[src/rtl/ppa_pkg.sv]
package ppa_pkg;

   typedef enum logic [2:0] {
      TOPO_KOGGE_STONE,
      TOPO_LADNER_FISHER,
      TOPO_KNOWLES,
      TOPO_BRENT_KUNG,
      TOPO_HAN_CARLSON
   } ppa_topo_e;

   localparam int FO_FIELD  = 4;
   localparam int MAX_LVL   = 16;
   localparam int MAX_WIDTH = 1024;

   // number of combine levels for a topology
   function automatic int ppa_stages(ppa_topo_e topo, int lg);
      case (topo)
         TOPO_BRENT_KUNG:  return (lg < 2) ? lg : 2 * lg - 1;
         TOPO_HAN_CARLSON: return lg + 1;
         default:          return lg;
      endcase
   endfunction

   // log2 of lateral fan-out at level s for the minimal-depth family
   function automatic int ppa_fo_exp(ppa_topo_e topo, logic [63:0] fo_vec, int s);
      case (topo)
         TOPO_KOGGE_STONE:   return 0;
         TOPO_LADNER_FISHER: return s;
         default:            return int'(fo_vec[FO_FIELD*s +: FO_FIELD]);
      endcase
   endfunction

   // lower-significance partner of column i at level s, -1 when it passes through
   function automatic int ppa_partner(ppa_topo_e topo, logic [63:0] fo_vec,
                                      int lg, int s, int i);
      int span;
      int d;
      case (topo)
         TOPO_BRENT_KUNG: begin
            if (s < lg) begin
               span = 1 << s;
               if ((i % (2 * span)) == 2 * span - 1) return i - span;
            end else begin
               d    = 2 * lg - 2 - s;
               span = 1 << d;
               if (i >= 2 * span && (i % (2 * span)) == span - 1) return i - span;
            end
         end
         TOPO_HAN_CARLSON: begin
            if (s == lg) begin
               if ((i % 2) == 0 && i >= 2) return i - 1;
            end else if ((i % 2) == 1 && i >= (1 << s)) begin
               return i - (1 << s);
            end
         end
         default: begin
            span = 1 << s;
            if (i >= span)
               return (i - span) | ((1 << ppa_fo_exp(topo, fo_vec, s)) - 1);
         end
      endcase
      return -1;
   endfunction

   // fan-out vector legality: exponent <= level, non-decreasing with level
   function automatic bit ppa_fo_ok(logic [63:0] fo_vec, int lg);
      for (int j = 0; j < lg; j++) begin
         if (int'(fo_vec[FO_FIELD*j +: FO_FIELD]) > j) return 1'b0;
         if (j + 1 < lg &&
             int'(fo_vec[FO_FIELD*j +: FO_FIELD]) > int'(fo_vec[FO_FIELD*(j+1) +: FO_FIELD]))
            return 1'b0;
      end
      return 1'b1;
   endfunction

   // walk the graph: every combine must join touching or overlapping spans,
   // and every column must end up reaching column 0
   function automatic bit ppa_graph_ok(ppa_topo_e topo, logic [63:0] fo_vec, int lg);
      int lo  [MAX_WIDTH];
      int nxt [MAX_WIDTH];
      int n;
      int k;
      n = 1 << lg;
      for (int i = 0; i < n; i++) lo[i] = i;
      for (int s = 0; s < ppa_stages(topo, lg); s++) begin
         for (int i = 0; i < n; i++) begin
            k      = ppa_partner(topo, fo_vec, lg, s, i);
            nxt[i] = lo[i];
            if (k >= 0) begin
               if (k >= i || k + 1 < lo[i]) return 1'b0;
               if (lo[k] < lo[i]) nxt[i] = lo[k];
            end
         end
         for (int i = 0; i < n; i++) lo[i] = nxt[i];
      end
      for (int i = 0; i < n; i++)
         if (lo[i] != 0) return 1'b0;
      return 1'b1;
   endfunction

endpackage

[src/rtl/ppa_pg_gen.sv]
module ppa_pg_gen #(
   parameter int WIDTH = 32
) (
   input  logic [WIDTH-1:0] a,
   input  logic [WIDTH-1:0] b,
   input  logic             cin,
   output logic [WIDTH-1:0] col_p,
   output logic [WIDTH-1:0] leaf_g,
   output logic [WIDTH-1:0] leaf_p
);
   logic [WIDTH-1:0] col_g;

   assign col_g = a & b;
   assign col_p = a ^ b;

   // carry-in enters as a pseudo column below bit 0 with g = p = cin,
   // merged into column 0 before the tree
   assign leaf_g = {col_g[WIDTH-1:1], col_g[0] | (col_p[0] & cin)};
   assign leaf_p = {col_p[WIDTH-1:1], col_p[0] & cin};

endmodule

[src/rtl/ppa_dot.sv]
module ppa_dot (
   input  logic hi_g,
   input  logic hi_p,
   input  logic lo_g,
   input  logic lo_p,
   output logic out_g,
   output logic out_p
);
   // more significant span on the left: order matters, the operator does not commute
   assign out_g = hi_g | (hi_p & lo_g);
   assign out_p = hi_p & lo_p;
endmodule

[src/rtl/ppa_prefix_tree.sv]
module ppa_prefix_tree #(
   parameter int                  WIDTH  = 32,
   parameter ppa_pkg::ppa_topo_e  TOPO   = ppa_pkg::TOPO_KNOWLES,
   parameter logic [63:0]         FO_EXP = 64'h32100
) (
   input  logic [WIDTH-1:0] leaf_g,
   input  logic [WIDTH-1:0] leaf_p,
   output logic [WIDTH-1:0] grp_g
);
   localparam int LG = $clog2(WIDTH);
   localparam int NS = ppa_pkg::ppa_stages(TOPO, LG);

   logic [NS:0][WIDTH-1:0] lvl_g;
   logic [NS:0][WIDTH-1:0] lvl_p;

   if (!ppa_pkg::ppa_graph_ok(TOPO, FO_EXP, LG)) begin : g_bad_graph
      $error("ppa_prefix_tree: selected prefix graph does not cover every column");
   end

   assign lvl_g[0] = leaf_g;
   assign lvl_p[0] = leaf_p;

   for (genvar s = 0; s < NS; s++) begin : g_lvl
      for (genvar i = 0; i < WIDTH; i++) begin : g_col
         localparam int K = ppa_pkg::ppa_partner(TOPO, FO_EXP, LG, s, i);
         if (K >= 0) begin : g_dot
            ppa_dot u_dot (
               .hi_g  (lvl_g[s][i]),
               .hi_p  (lvl_p[s][i]),
               .lo_g  (lvl_g[s][K]),
               .lo_p  (lvl_p[s][K]),
               .out_g (lvl_g[s+1][i]),
               .out_p (lvl_p[s+1][i])
            );
         end else begin : g_pass
            assign lvl_g[s+1][i] = lvl_g[s][i];
            assign lvl_p[s+1][i] = lvl_p[s][i];
         end
      end
   end

   assign grp_g = lvl_g[NS];

   always_comb begin
      // tree output obeys the serial carry recurrence
      carry_recur_chk: assert (grp_g[0] == leaf_g[0]);
      for (int i = 1; i < WIDTH; i++) begin

         carry_chain_chk: assert (grp_g[i] == (leaf_g[i] | (leaf_p[i] & grp_g[i-1])));
      end
      for (int i = 0; i < WIDTH; i++) begin
         // full propagate down to the pseudo column means the carry-in was set
         prop_implies_gen_chk: assert (!lvl_p[NS][i] || lvl_g[NS][i]);
      end
   end

endmodule

[src/rtl/ppa_sum.sv]
module ppa_sum #(
   parameter int WIDTH = 32
) (
   input  logic [WIDTH-1:0] col_p,
   input  logic [WIDTH-1:0] grp_g,
   input  logic             cin,
   output logic [WIDTH-1:0] sum,
   output logic             cout
);
   logic [WIDTH-1:0] carry_in_col;

   assign carry_in_col = {grp_g[WIDTH-2:0], cin};
   assign sum          = col_p ^ carry_in_col;
   assign cout         = grp_g[WIDTH-1];

   always_comb begin

      full_prop_chk: assert (!(&col_p) || (cout == cin));
   end

endmodule

[src/rtl/ppa_adder.sv]
module ppa_adder #(
   parameter int                  WIDTH  = 32,
   parameter ppa_pkg::ppa_topo_e  TOPO   = ppa_pkg::TOPO_KNOWLES,
   parameter logic [63:0]         FO_EXP = 64'h32100
) (
   input  logic [WIDTH-1:0] a,
   input  logic [WIDTH-1:0] b,
   input  logic             cin,
   output logic [WIDTH-1:0] sum,
   output logic             cout
);
   localparam int LG = $clog2(WIDTH);

   if (WIDTH < 2 || WIDTH > ppa_pkg::MAX_WIDTH || (1 << LG) != WIDTH) begin : g_bad_width
      $error("ppa_adder: WIDTH must be a power of two between 2 and MAX_WIDTH");
   end
   if (LG > ppa_pkg::MAX_LVL) begin : g_bad_levels
      $error("ppa_adder: too many levels for the fan-out vector");
   end
   if (TOPO == ppa_pkg::TOPO_KNOWLES) begin : g_kn_check
      if (!ppa_pkg::ppa_fo_ok(FO_EXP, LG)) begin : g_bad_fo
         $error("ppa_adder: FO_EXP violates the per-level fan-out rules");
      end
   end

   logic [WIDTH-1:0] col_p;
   logic [WIDTH-1:0] leaf_g;
   logic [WIDTH-1:0] leaf_p;
   logic [WIDTH-1:0] grp_g;

   ppa_pg_gen #(.WIDTH(WIDTH)) u_pg (
      .a      (a),
      .b      (b),
      .cin    (cin),
      .col_p  (col_p),
      .leaf_g (leaf_g),
      .leaf_p (leaf_p)
   );

   ppa_prefix_tree #(.WIDTH(WIDTH), .TOPO(TOPO), .FO_EXP(FO_EXP)) u_tree (
      .leaf_g (leaf_g),
      .leaf_p (leaf_p),
      .grp_g  (grp_g)
   );

   ppa_sum #(.WIDTH(WIDTH)) u_sum (
      .col_p (col_p),
      .grp_g (grp_g),
      .cin   (cin),
      .sum   (sum),
      .cout  (cout)
   );

   always_comb begin

      arith_match_chk: assert ({cout, sum} == ({1'b0, a} + {1'b0, b} + {{WIDTH{1'b0}}, cin}));

      top_gen_chk: assert (!(a[WIDTH-1] && b[WIDTH-1]) || cout);
   end

endmodule

[config.mk]
export PLATFORM = sky130hd
export DESIGN_NAME = ppa_adder
export DESIGN_NICKNAME = d
export VERILOG_FILES = /design/src/rtl/ppa_pkg.sv /design/src/rtl/ppa_pg_gen.sv /design/src/rtl/ppa_dot.sv /design/src/rtl/ppa_prefix_tree.sv /design/src/rtl/ppa_sum.sv /design/src/rtl/ppa_adder.sv
export SDC_FILE = /design/constraint.sdc
export NUM_CORES = 1
export LEC_CHECK = 0
export CAP_MARGIN = 20
export CORE_MARGIN = 3
export CORE_UTILIZATION = 25
export DETAILED_ROUTE_END_ITERATION = 10
export GPL_ROUTABILITY_DRIVEN = 0
export GPL_TIMING_DRIVEN = 0
export SKIP_LAST_GASP = 1
export SYNTH_ARGS = -nofsm -noshare
export SYNTH_HDL_FRONTEND = slang
export SYNTH_SLANG_ARGS = --single-unit
[constraint.sdc]
create_clock -name vclk -period 3.45
set_input_delay 0.69 -clock vclk [all_inputs]
set_output_delay 0.69 -clock vclk [all_outputs]
set_load 0.02 [all_outputs]
==> summary.txt <==
Run status
  – Outcome: finished with violations
  – Failing checks: negative setup slack

STA
  – Worst relative slew slack: 81.35%
  – Slack of the critical path: -0.1791 ns
  – Period utilization: 105.2%
  – Final min period: 3.629 ns
  – WHS: 1.902 ns
  – Slew at the pin with the worst max-slew slack: 0.2798 ns
  – Setup-failing EPs final: 14
  – Hold Violations, Final: 0
  – RSZ-0062 raised after global routing: yes
  – Max Fclk: 275.5 MHz
  – Max Slew Vio Count: 0

Setup path
  – Cell Chain, Critical Path: clkdlybuf4s50_1, ha_4, a21oi_2, o21ai_2, buf_4, nor2_1, and4_4, o311a_4, a21oi_4, xor2_4, buf_6
  – Critical Path Start: a[21]
  – Crit-path max cell delay: 0.44 ns
  – Critical path peak fanout: 3
  – Worst path slowest cell: clkdlybuf4s50_1
  – CP Depth: 11
  – Crit path required time: 2.76 ns
  – CP top delay family: compound AO/OA/AOI/OAI gates
  – Setup crit end kind: output port
  – CP Class: in -> out
  – CP Capture Point: sum[31]
  – Critical Path Start Type: primary input
  – Crit path DAT: 2.94 ns
  – Buffers and inverters on the worst path: 3

Power
  – PwrDens: 231.5 nW/µm²
  – Leakage power: 1.531 nW
  – Maximum vdd drop: 93.05 µV

Layout
  – Reg area: 0 µm²
  – Synth-to-layout area growth: 137.5%
  – Total Nets Final: 404
  – N_diodes: 0
  – Seq_cells: 0
  – Layout cells sized above 1: 43.42%
  – Clock buffer cells: 0

GRT
  – Antenna violations before repair: 0
  – First-pass GRT wire length: 7383 µm
  – Largest net degree at the start of global routing: 7
  – Total gr overflow: 0
  – Total track usage: 13.86%
  – Vias in the first global route: 1,678

Route
  – Routed wire length: 5140 µm
  – DRT Pass-1 Iters: 4
  – Routed len/inst: 13.74 µm
  – Drt first-iter violations: 29
  – Vias: 1,762
  – # DRC: 0
  – Routed Antenna Nets: 0
  – Routed vias/inst: 4.711

Die
  – Die X: 79.66 µm
  – Ports: 98
  – CORE AREA: 5172 µm²
  – Chip height: 79.66 µm
  – Initial core utilization: 26.22%
  – Cell Rows: 26
  – DIE AREA: 6345 µm²

Yosys
  – Mean post-synth cell area: 7.885 µm²
  – Post-Syn Nets: 270
  – Synthesized area: 1356 µm²
  – Synth unique cells: 45
  – Warnings, synthesis: 0
  – Seq/Total Area, Yosys: 0%
  – Syn Inst Count: 172

Place
  – Place WS: -1.176 ns
  – Port bufs: 98
  – DPL Wire Length: 3658 µm

Worst hold path
  – Hold/Removal Path Class: in -> out

Clocking
  – Post-cts hold buffer count: 0

Run
  – Max Cap Viol: 0
==> routing by layer <==
metal / track usage (%) / wire (µm)
met2: 27.55 / 2848
met3: 0.7901 / 224
met5: 0 / 0
met1: 16.81 / 2045
met4: 0.6873 / 21
==> power breakdown <==
group          switching (W)  internal [W]
Sequential                 0             0
Clock                      0             0
Combinational       0.000361      0.000384
Total               0.000361      0.000384
==> through the flow <==
stage                     cells  util [%]   TNS [ns]  cell area, µm²   power, W
final                       374     62.26     -1.347            3221  0.0007457
after global routing        374     62.26     -3.076            3221  0.0008004
after CTS                   357     55.42     -2.297            2867  0.0006769
after detailed placement    340     48.06     -23.69            2486  0.0006223
after global placement      340     48.06     -23.56            2486  0.0006195
after floorplan             172         -  -0.001866            1418  0.0003506
==> cell usage after synthesis (3+ instances only) <==
library cell  count  area, µm²
o21ai_0           5      25.02
a21o_1            6      45.04
nor3_1            3      15.01
xor2_1            9      78.83
nor2_1           14      52.55
xnor2_1          15      131.4
nor2b_1           3      18.77
nand2_1           5      18.77
nand3_1           3      15.01
ha_1             31      387.9
a21oi_1          18      90.09
inv_1            17      63.81
nand2b_1          3      18.77
==> area by class of cell <==
type	instances	area, µm²
fill	454	1952
multi-input combinational	155	1841
timing repair buffer	132	1224
tap	70	87.58
inverter	17	68.82
==> logic make-up after synthesis <==
kind of cell / after synthesis / synth area share, %
xor gates and xnor gates: 24 / 15.50
AOI/OAI and AO/OA: 57 / 31.46
and+or+nand+nor: 41 / 16.79
buffers and inverters: 17 / 4.705
adders and majority gates: 33 / 31.55
==> cell usage in the layout, fill, tap and decap left out, types with 4 or more instances in the layout <==
cell type,instances
dlymetal6s2s_1,22
dlygate4sd2_1,17
inv_1,13
a21oi_1,12
xnor2_1,12
a21o_1,6
a21oi_2,5
nand2_1,5
ha_4,21
xor2_1,5
buf_6,10
buf_4,44
buf_2,4
clkdlybuf4s50_1,28
ha_1,10
nor2_1,13
==> how the worst min path moves through the flow <==
stage               cells after the start   from      end
floorplan                               1   b[1]   sum[1]
detailed placement                      4  b[29]  sum[29]
CTS                                     5  a[14]  sum[15]
global placement                        4  b[29]  sum[29]
finish                                  4  b[21]  sum[21]
global route                            4  b[21]  sum[21]
==> repair_timing <==
item / CTS / global route
buffers inserted: 18 / 17
resized for setup: 189 / 65
endpoints found under the setup margin: 29 / 29
pin swaps: 35 / 46
gates cloned: 0 / 0
Power figures use the tool's default switching activity.
